[src/rtl/vdp_pkg.sv]
package vdp_pkg;

    localparam int ADDR_W    = 14;
    localparam int BYTE_W    = 8;
    localparam int NUM_REGS  = 8;
    localparam int REG_IDX_W = $clog2(NUM_REGS);
    localparam int HI_BITS_W = ADDR_W - BYTE_W;

    typedef logic [ADDR_W-1:0]    vaddr_t;
    typedef logic [BYTE_W-1:0]    byte_t;
    typedef logic [REG_IDX_W-1:0] reg_idx_t;

    typedef enum logic {
        SEL_FIRST  = 1'b0,
        SEL_SECOND = 1'b1
    } byte_sel_e;

    typedef struct packed {
        logic                 load_lo;
        logic                 load_hi;
        byte_t                lo_val;
        logic [HI_BITS_W-1:0] hi_bits;
        logic [1:0]           hi_ctl;
        logic                 reg_we;
        reg_idx_t             reg_idx;
        byte_t                reg_data;
        logic                 fetch;
    } ctrl_cmd_t;

    function automatic vaddr_t vaddr_step(input vaddr_t a);
        return a + vaddr_t'(1);
    endfunction

    function automatic logic ctl_allows_fetch(input logic [1:0] ctl);
        return ctl == 2'b00;
    endfunction

endpackage

[src/rtl/vdp_ctrl_seq.sv]
module vdp_ctrl_seq
    import vdp_pkg::*;
(
    input  logic       clk,
    input  logic       rst,
    input  logic       ctrl_wr,
    input  logic       stat_rd,
    input  logic       data_access,
    input  byte_t      din,
    output ctrl_cmd_t  cmd
);

    byte_sel_e sel_q;
    byte_t     held_q;

    always_comb begin
        cmd          = '0;
        cmd.load_lo  = ctrl_wr && (sel_q == SEL_FIRST);
        cmd.load_hi  = ctrl_wr && (sel_q == SEL_SECOND);
        cmd.lo_val   = din;
        cmd.hi_bits  = din[HI_BITS_W-1:0];
        cmd.hi_ctl   = din[7:6];
        cmd.reg_we   = cmd.load_hi && din[7];
        cmd.reg_idx  = din[REG_IDX_W-1:0];
        cmd.reg_data = held_q;
        cmd.fetch    = cmd.load_hi && ctl_allows_fetch(din[7:6]);
    end

    always_ff @(posedge clk) begin
        if (rst) begin
            sel_q  <= SEL_FIRST;
            held_q <= '0;
        end else if (ctrl_wr) begin
            if (sel_q == SEL_FIRST) begin
                held_q <= din;
                sel_q  <= SEL_SECOND;
            end else begin
                sel_q  <= SEL_FIRST;
            end
        end else if (stat_rd || data_access) begin
            sel_q <= SEL_FIRST;
        end
    end


    sel_reset_chk: assert property (@(posedge clk) disable iff (rst)
        (stat_rd || data_access) && !ctrl_wr |=> (sel_q == SEL_FIRST));


    sel_pairs_chk: assert property (@(posedge clk) disable iff (rst)
        cmd.load_hi |=> (sel_q == SEL_FIRST));

endmodule

[src/rtl/vdp_regfile.sv]
module vdp_regfile
    import vdp_pkg::*;
(
    input  logic                     clk,
    input  logic                     rst,
    input  logic                     we,
    input  reg_idx_t                 idx,
    input  byte_t                    wdata,
    output logic [NUM_REGS*BYTE_W-1:0] regs_flat
);

    byte_t regs_q [NUM_REGS];

    for (genvar g = 0; g < NUM_REGS; g++) begin : g_reg
        always_ff @(posedge clk) begin
            if (rst) begin
                regs_q[g] <= '0;
            end else if (we && (idx == reg_idx_t'(g))) begin
                regs_q[g] <= wdata;
            end
        end
        assign regs_flat[g*BYTE_W +: BYTE_W] = regs_q[g];
    end


    reg_write_chk: assert property (@(posedge clk) disable iff (rst)
        we |=> (regs_q[$past(idx)] == $past(wdata)));

endmodule

[src/rtl/vdp_datapath.sv]
module vdp_datapath
    import vdp_pkg::*;
(
    input  logic      clk,
    input  logic      rst,
    input  ctrl_cmd_t cmd,
    input  logic      data_rd,
    input  logic      data_wr,
    input  logic      stat_rd,
    input  byte_t     din,
    input  byte_t     stat_in,
    input  byte_t     vram_rdata,
    output vaddr_t    vram_addr,
    output logic      vram_we,
    output logic      vram_re,
    output byte_t     vram_wdata,
    output byte_t     host_dout
);

    vaddr_t addr_q;
    byte_t  buf_q;
    byte_t  dout_q;
    logic   wr_pend_q;
    logic   rd_pend_q;
    logic   fill_q;

    always_ff @(posedge clk) begin
        if (rst) begin
            addr_q    <= '0;
            buf_q     <= '0;
            dout_q    <= '0;
            wr_pend_q <= 1'b0;
            rd_pend_q <= 1'b0;
            fill_q    <= 1'b0;
        end else begin
            wr_pend_q <= data_wr;
            rd_pend_q <= data_rd || cmd.fetch;
            fill_q    <= rd_pend_q;

            if (wr_pend_q || rd_pend_q) begin
                addr_q <= vaddr_step(addr_q);
            end
            if (cmd.load_lo) begin
                addr_q[BYTE_W-1:0] <= cmd.lo_val;
            end
            if (cmd.load_hi) begin
                addr_q[ADDR_W-1:BYTE_W] <= cmd.hi_bits;
            end

            if (data_wr) begin
                buf_q <= din;
            end else if (fill_q) begin
                buf_q <= vram_rdata;
            end

            if (data_rd) begin
                dout_q <= buf_q;
            end else if (stat_rd) begin
                dout_q <= stat_in;
            end
        end
    end

    assign vram_addr  = addr_q;
    assign vram_we    = wr_pend_q;
    assign vram_re    = rd_pend_q;
    assign vram_wdata = buf_q;
    assign host_dout  = dout_q;


    write_issue_chk: assert property (@(posedge clk) disable iff (rst)
        data_wr |=> (vram_we && !vram_re && vram_wdata == $past(din)));


    read_return_chk: assert property (@(posedge clk) disable iff (rst)
        data_rd |=> (host_dout == $past(buf_q)));


    no_fetch_chk: assert property (@(posedge clk) disable iff (rst)
        cmd.load_hi && (cmd.hi_ctl != 2'b00) && !data_rd |=> !vram_re);


    hi_load_chk: assert property (@(posedge clk) disable iff (rst)
        cmd.load_hi |=> (vram_addr[ADDR_W-1:BYTE_W] == $past(cmd.hi_bits)));


    addr_step_chk: assert property (@(posedge clk) disable iff (rst)
        (vram_we || vram_re) && !cmd.load_lo && !cmd.load_hi
        |=> (vram_addr == vaddr_t'($past(vram_addr) + 1'b1)));

endmodule

[src/rtl/vdp_host_port.sv]
module vdp_host_port
    import vdp_pkg::*;
(
    input  logic        clk,
    input  logic        rst,
    input  logic        ctrl_wr,
    input  logic        data_wr,
    input  logic        data_rd,
    input  logic        stat_rd,
    input  logic [7:0]  host_din,
    input  logic [7:0]  stat_in,
    output logic [7:0]  host_dout,
    output logic [13:0] vram_addr,
    output logic        vram_we,
    output logic        vram_re,
    output logic [7:0]  vram_wdata,
    input  logic [7:0]  vram_rdata,
    output logic [63:0] regs_flat
);

    ctrl_cmd_t cmd;

    vdp_ctrl_seq u_ctrl (
        .clk         (clk),
        .rst         (rst),
        .ctrl_wr     (ctrl_wr),
        .stat_rd     (stat_rd),
        .data_access (data_rd || data_wr),
        .din         (host_din),
        .cmd         (cmd)
    );

    vdp_regfile u_regs (
        .clk       (clk),
        .rst       (rst),
        .we        (cmd.reg_we),
        .idx       (cmd.reg_idx),
        .wdata     (cmd.reg_data),
        .regs_flat (regs_flat)
    );

    vdp_datapath u_data (
        .clk        (clk),
        .rst        (rst),
        .cmd        (cmd),
        .data_rd    (data_rd),
        .data_wr    (data_wr),
        .stat_rd    (stat_rd),
        .din        (host_din),
        .stat_in    (stat_in),
        .vram_rdata (vram_rdata),
        .vram_addr  (vram_addr),
        .vram_we    (vram_we),
        .vram_re    (vram_re),
        .vram_wdata (vram_wdata),
        .host_dout  (host_dout)
    );

endmodule

[config.mk]
export PLATFORM = sky130hd
export DESIGN_NAME = vdp_host_port
export DESIGN_NICKNAME = d
export VERILOG_FILES = /design/src/rtl/vdp_pkg.sv /design/src/rtl/vdp_ctrl_seq.sv /design/src/rtl/vdp_regfile.sv /design/src/rtl/vdp_datapath.sv /design/src/rtl/vdp_host_port.sv
export SDC_FILE = /design/constraint.sdc
export NUM_CORES = 1
export LEC_CHECK = 0
export ABC_CLOCK_PERIOD_IN_PS = 6560
export BUFFER_PORTS_ARGS = -buffer_cell sky130_fd_sc_hd__buf_2
export CORE_MARGIN = 8
export CORE_UTILIZATION = 45
export DETAILED_ROUTE_END_ITERATION = 8
export PLACE_DENSITY = 0.74
export SLEW_MARGIN = 20
export SYNTH_ARGS = -nofsm -noshare
export SYNTH_HDL_FRONTEND = slang
export SYNTH_SLANG_ARGS = --single-unit
[constraint.sdc]
create_clock -name clk -period 6.56 [get_ports clk]
set_clock_uncertainty 0.2 [all_clocks]
set_input_delay 1.312 -clock clk [delete_from_list [all_inputs] [get_ports clk]]
set_output_delay 1.312 -clock clk [all_outputs]
set_load 0.02 [all_outputs]
==> impl_metrics.ini, run 1 <==
[floorplanning]
die_height_um = 114
initial_utilization = 0.453
die-area_sq_mm = 0.0130
row_count = 36
io_pins = 126
coreArea_sq_mm = 0.00955
fp.dieW_um = 114

[power_and_ir_drop]
power_density_mw_per_mm2 = 248
ir_drop_mv = 0.126
p_switching_w = 0.000346
pwr-share-seq = 0.584
p_total_w = 0.00130
p_leak_nw = 2.22
cellInternalPower_w = 0.000959
p_sw_frac = 0.265
combPwrFrac = 0.106
p_clk_frac = 0.310

[route]
drc = 0
dr.pass1.iters = 4
ant_nets = 0
vias_per_cell = 5.17
finalWirelength_mm = 10.9
drtIter0Drc = 183
wl_per_cell_um = 17.1
vias = 3312

[synthesis]
syn_avg_cell_area_sq_um = 11.3
yosys_register_bits = 106
synth_cell_types = 33
synth_mux_area_frac = 0.0396
synth-compound-area-share = 0.0743
seq_area_frac_synth = 0.638
synthArstFlopShare = 0
synth-xor-area-share = 0.0222
syn_nets = 414
synth_edf_count = 64
yosysWarningCount = 0
synth_top_family_by_area = simple AND/OR/NAND/NOR gates
ys.flop_type = edfxtp_1
yosys-top-cells-area = edfxtp_1 44%, dfxtp_1 19%, and2_1 9.4%
synth_fa_ha_area_frac = 0.00289
yosysTopAreaCellShare = 0.444
syn_inst = 383
synth-simple-area-share = 0.205
yosys.area.top_type = edfxtp_1
synth_area_sq_mm = 0.00433

[finish]
final_cell_mix = 125 x buf_2, 65 x and2_1, 64 x edfxtp_1
final_common_cell = buf_2
regArea_sq_mm = 0.00276
final_area_sq_mm = 0.00527
num-fill-cells = 869
drive_above_1_share = 0.287
final_nets = 534
multi_input_area_sq_mm = 0.00149
layoutNonFillerInstCount = 641
diodes = 0
areaGrowthSynthToFinish_pct = 21.7

[sta]
worst_slew_pin_slew_ps = 1090
timing.fmax_mhz = 324
maxSlewViolCount = 0
finalHoldViolCount = 0
fin_crit_sh = 0.470
setup_viol = 0
finalCriticalPeriod_ps = 3090
relSlewSlack = 0.268
rsz0062_at_grt = false
layout_setup_ws_ps = 3470
fin_setup_tns_ps = 0

[grt]
grt_pass1_vias = 3395
grt_max_degree = 40
grt_pass1_wl_mm = 17.3
grt_usage = 0.168
overflow = 0
antenna_found_initial = 0

[clock_tree]
cts_buffers = 9
cts_sinks = 106
cts.repair.resized = 0
cts_htree_levels = 3
postCtsSetupBuffers = 0
clk-insertion-delay-late_ps = 360
clock_path_buffers = 2
hold_buffers = 0
clk_pin_slew_ps = 100
root_buffer = clkbuf_8
cts_tree = done

[place]
io_buffers = 125
dp.cells = 625
routabilityCongestion = 0.880
post-dp-hpwl_mm = 8.07
place_area_sq_mm = 0.00507
dp_slack_ps = 3130

[worst_setup_path]
arrival_ps = 3110
cp_max_fo = 39
reg2reg_slack_ps = 4310
startpoint_type = input port
critPathRequiredTime_ps = 6580
worstSetupEndpointType = flip-flop
crit_type = input port to flip-flop

[flow_run]
drv_cap = 0

[run_status]
status = completed

[hold_path]
hold_path.class = flip-flop to flip-flop
cell families (layout without fill, tap and decap cells):
family / after synthesis / after routing
compound gates: 59 / 59
xor+xnor: 11 / 11
fa+ha+maj: 1 / 1
buf+inv: 21 / 146
flops: 106 / 106
mux: 17 / 17
simple gates: 168 / 168
cells in the mapped netlist (all sizes together), types with 3 or more instances:
master,count
and2,65
edfxtp,64
nor2,45
dfxtp,42
a21oi,34
nand2,27
mux2i,16
clkbuf,14
o21ai,14
nor4,8
xnor2,8
nand4,5
buf,4
nand3,4
a211oi,3
a31oi,3
inv,3
nand2b,3
nor2b,3
or3,3
xor2,3
state kept, by name, summed over array words and instances (netlist names):
| name | count |
|---|---|
| u_data.host_dout | 8 |
| u_ctrl.sel_q | 1 |
| u_data.fill_q | 1 |
| u_ctrl.held_q | 8 |
| u_data.vram_we | 1 |
| u_data.vram_addr | 14 |
| u_data.vram_wdata | 8 |
| u_regs.regs_q | 64 |
| u_data.vram_re | 1 |
worst max-delay path: stages:
cell and delay, ps:
buf_2 320, inv_1 400, nand3_1 210, nor4_1 620
and2_1 230
power by group through the flow:
stage                     clock, W  combinational (W)  sequential, W
final                     0.000404           0.000139       0.000762
after floorplan                  0          0.0000545       0.000801
after global placement           0           0.000136       0.000776
after CTS                 0.000409           0.000139       0.000762
after global routing      0.000439           0.000151       0.000766
after detailed placement         0           0.000139       0.000777
path summary, 6_finish.rpt:
check	start	end	cells past startpoint
setup / recovery	rst	u_regs.regs_q[0][16]$_SDFFCE_PN0P_	5
hold / removal	u_data.vram_wdata[4]$_SDFFE_PP0P_	u_data.host_dout[4]$_SDFFE_PP0P_	2
hold reg to reg	u_data.vram_wdata[4]$_SDFFE_PP0P_	u_data.host_dout[4]$_SDFFE_PP0P_	2
setup reg to reg	u_ctrl.sel_q$_SDFFE_PP0P_	u_regs.regs_q[1][22]$_SDFFCE_PN0P_	3
metal layers:
layer	wire, um	vias to the layer above	share of wire	track usage
li1	-	1574	-	-
met1	4740	1562	0.43	0.211
met2	5010	166	0.46	0.265
met3	1110	10	0.10	0.0622
met4	78	0	0.0071	0.0470
met5	0	-	0	0
final cells by class:
type | count | area share
well taps | 133 | 0.0316
clock buffers | 9 | 0.0235
inverters | 3 | 0.00214
flip-flops and latches | 106 | 0.524
clock inverters | 7 | 0.0145
multi-input cells | 256 | 0.282
repair buffers | 127 | 0.122
through the flow:
step,hold slack [ps],util
finish,325,0.552
CTS,321,0.552
floorplan,288,-
global placement,297,0.531
global route,356,0.552
detailed placement,320,0.531
Note: power is estimated with default switching activity, not from simulation.
==> inputs of run 2 (changes only) <==
- ABC_AREA: default -> 1
- ABC_CLOCK_PERIOD_IN_PS: 6560 -> 3200
- clock period: 6.56 -> 3.2 ns (I/O delays scaled with it)
==> run 2 against run 1 <==
Against the previous run:
- first-iteration DRC count is 34% higher
- synthesized area is 0.14% higher
- critical path depth stayed put
- count of clock-buffer cells in the layout stayed put
- power is 110% higher
- wire length is 3.4% higher
- cell count is 11% higher
- critical path type unchanged
==> impl_metrics.ini, run 2 <==
[sta]
fin_crit_sh = 0.641
layout_setup_ws_ps = 1150
rsz0062_at_grt = false
setup_viol = 0
finalHoldViolCount = 0
relSlewSlack = 0.531
worst_slew_pin_slew_ps = 699
maxSlewViolCount = 0
fin_setup_tns_ps = 0
finalCriticalPeriod_ps = 2050
timing.fmax_mhz = 487

[clock_tree]
clk_pin_slew_ps = 110
cts_buffers = 9
cts_htree_levels = 3
cts_tree = done
cts.repair.resized = 0
hold_buffers = 0
cts_sinks = 106
clock_path_buffers = 2
postCtsSetupBuffers = 0
clk-insertion-delay-late_ps = 360
root_buffer = clkbuf_8

[synthesis]
synthArstFlopShare = 0
synth_edf_count = 64
syn_avg_cell_area_sq_um = 9.68
synth_cell_types = 25
synth_area_sq_mm = 0.00434
seq_area_frac_synth = 0.637
ys.flop_type = edfxtp_1
yosysMostFrequentCell = nor2_1
yosys-top-cells-area = edfxtp_1 44%, dfxtp_1 19%, nor2_1 8.7%
synth_common_cells = 101 x nor2_1, 76 x nand2_1, 64 x edfxtp_1, 44 x inv_1, 42 x dfxtp_1
yosys_register_bits = 106
syn_nets = 479
yosys.area.top_type = edfxtp_1
syn_inst = 448
yosysWarningCount = 0
yosysTopAreaCellShare = 0.443

[floorplanning]
initial_utilization = 0.454
row_count = 36
die_height_um = 114
coreArea_sq_mm = 0.00955
io_pins = 126
die-area_sq_mm = 0.0130
fp.dieW_um = 114

[grt]
overflow = 0
grt_usage = 0.172
grt_max_degree = 24
grt_pass1_vias = 3559
grt_pass1_wl_mm = 17.9
antenna_found_initial = 0

[worst_setup_path]
crit_type = input port to flip-flop
critPathRequiredTime_ps = 3000
cp_max_fo = 8
worstSetupEndpointType = flip-flop
arrival_ps = 1850
startpoint_type = input port

[route]
drtIter0Drc = 245
ant_nets = 0
vias = 3650
wl_per_cell_um = 15.8
drc = 0
finalWirelength_mm = 11.3
dr.pass1.iters = 5
vias_per_cell = 5.11

[finish]
final_cell_mix = 125 x buf_2, 101 x nor2_1, 76 x nand2_1
largest_reg_flops = 64
areaGrowthSynthToFinish_pct = 22.1
final_area_sq_mm = 0.00530
multi_input_area_sq_mm = 0.00135
top_register = u_regs.regs_q
diodes = 0
drive_above_1_share = 0.272
layoutNonFillerInstCount = 714
final_common_cell = buf_2
regArea_sq_mm = 0.00276
final_nets = 607
num-fill-cells = 878

[place]
dp.cells = 698
routabilityCongestion = 0.873
place_area_sq_mm = 0.00509
dp_slack_ps = 503
io_buffers = 125
post-dp-hpwl_mm = 8.56

[power_and_ir_drop]
p_leak_nw = 2.24
cellInternalPower_w = 0.00191
combPwrFrac = 0.119
p_sw_frac = 0.288
ir_drop_mv = 0.268
p_switching_w = 0.000773
pwr-share-seq = 0.576
p_clk_frac = 0.305
power_density_mw_per_mm2 = 507
p_total_w = 0.00268

[flow_run]
drv_cap = 0

[run_status]
status = completed

[hold_path]
hold_path.class = flip-flop to flip-flop
-- run 2: worst paths after layout --
kind,cells after the start,startpoint,slack [ps],end
min reg2reg,2,u_ctrl.held_q[6]$_SDFFE_PP0P_,270,u_ctrl.held_q[6]$_SDFFE_PP0P_
max reg2reg,4,u_ctrl.sel_q$_SDFFE_PP0P_,1230,u_regs.regs_q[1][20]$_SDFFCE_PN0P_
min,2,u_ctrl.held_q[6]$_SDFFE_PP0P_,270,u_ctrl.held_q[6]$_SDFFE_PP0P_
max,5,host_din[7],1150,u_regs.regs_q[1][20]$_SDFFCE_PN0P_
-- run 2: area by class of cell --
class	instances	area share
clock buffers	9	0.0234
clock inverters	7	0.0144
inverters	49	0.0347
multi-input cells	284	0.255
flip-flops and latches	106	0.522
well taps	133	0.0314
repair buffers	126	0.120
-- run 2: critical path, stage by stage --
cell and delay, ps:
buf_2 130, inv_1 110, nor3_2 330, inv_1 70
o21ai_1 560
-- run 2: logic make-up after synthesis --
logic type      share of synthesized area
fa+ha+maj                         0.00288
simple gates                        0.231
flops                               0.637
compound gates                     0.0750
buf+inv                            0.0519
xor+xnor                          0.00202
-- run 2: metrics by stage --
step	util	hold WS, ps
after floorplan	-	244
after global placement	0.534	254
after detailed placement	0.534	258
after CTS	0.555	274
after global routing	0.555	297
final	0.555	271
-- run 2: per-layer routing --
layer / wire length (um) / track usage / up-vias
met1: 5140 / 0.233 / 1700
met2: 5040 / 0.267 / 173
li1: - / - / 1764
met4: 148 / 0.0541 / 0
met5: 0 / 0 / -
met3: 985 / 0.0417 / 13
-- run 2: power groups by stage --
stage / sequential (W) / combinational (W) / clock (W)
5_1_grt: 0.00155 / 0.000346 / 0.000897
4_1_cts: 0.00155 / 0.000320 / 0.000833
6_report: 0.00155 / 0.000318 / 0.000819
3_5_place_dp: 0.00158 / 0.000320 / 0
3_3_place_gp: 0.00158 / 0.000315 / 0
2_1_floorplan: 0.00164 / 0.000120 / 0
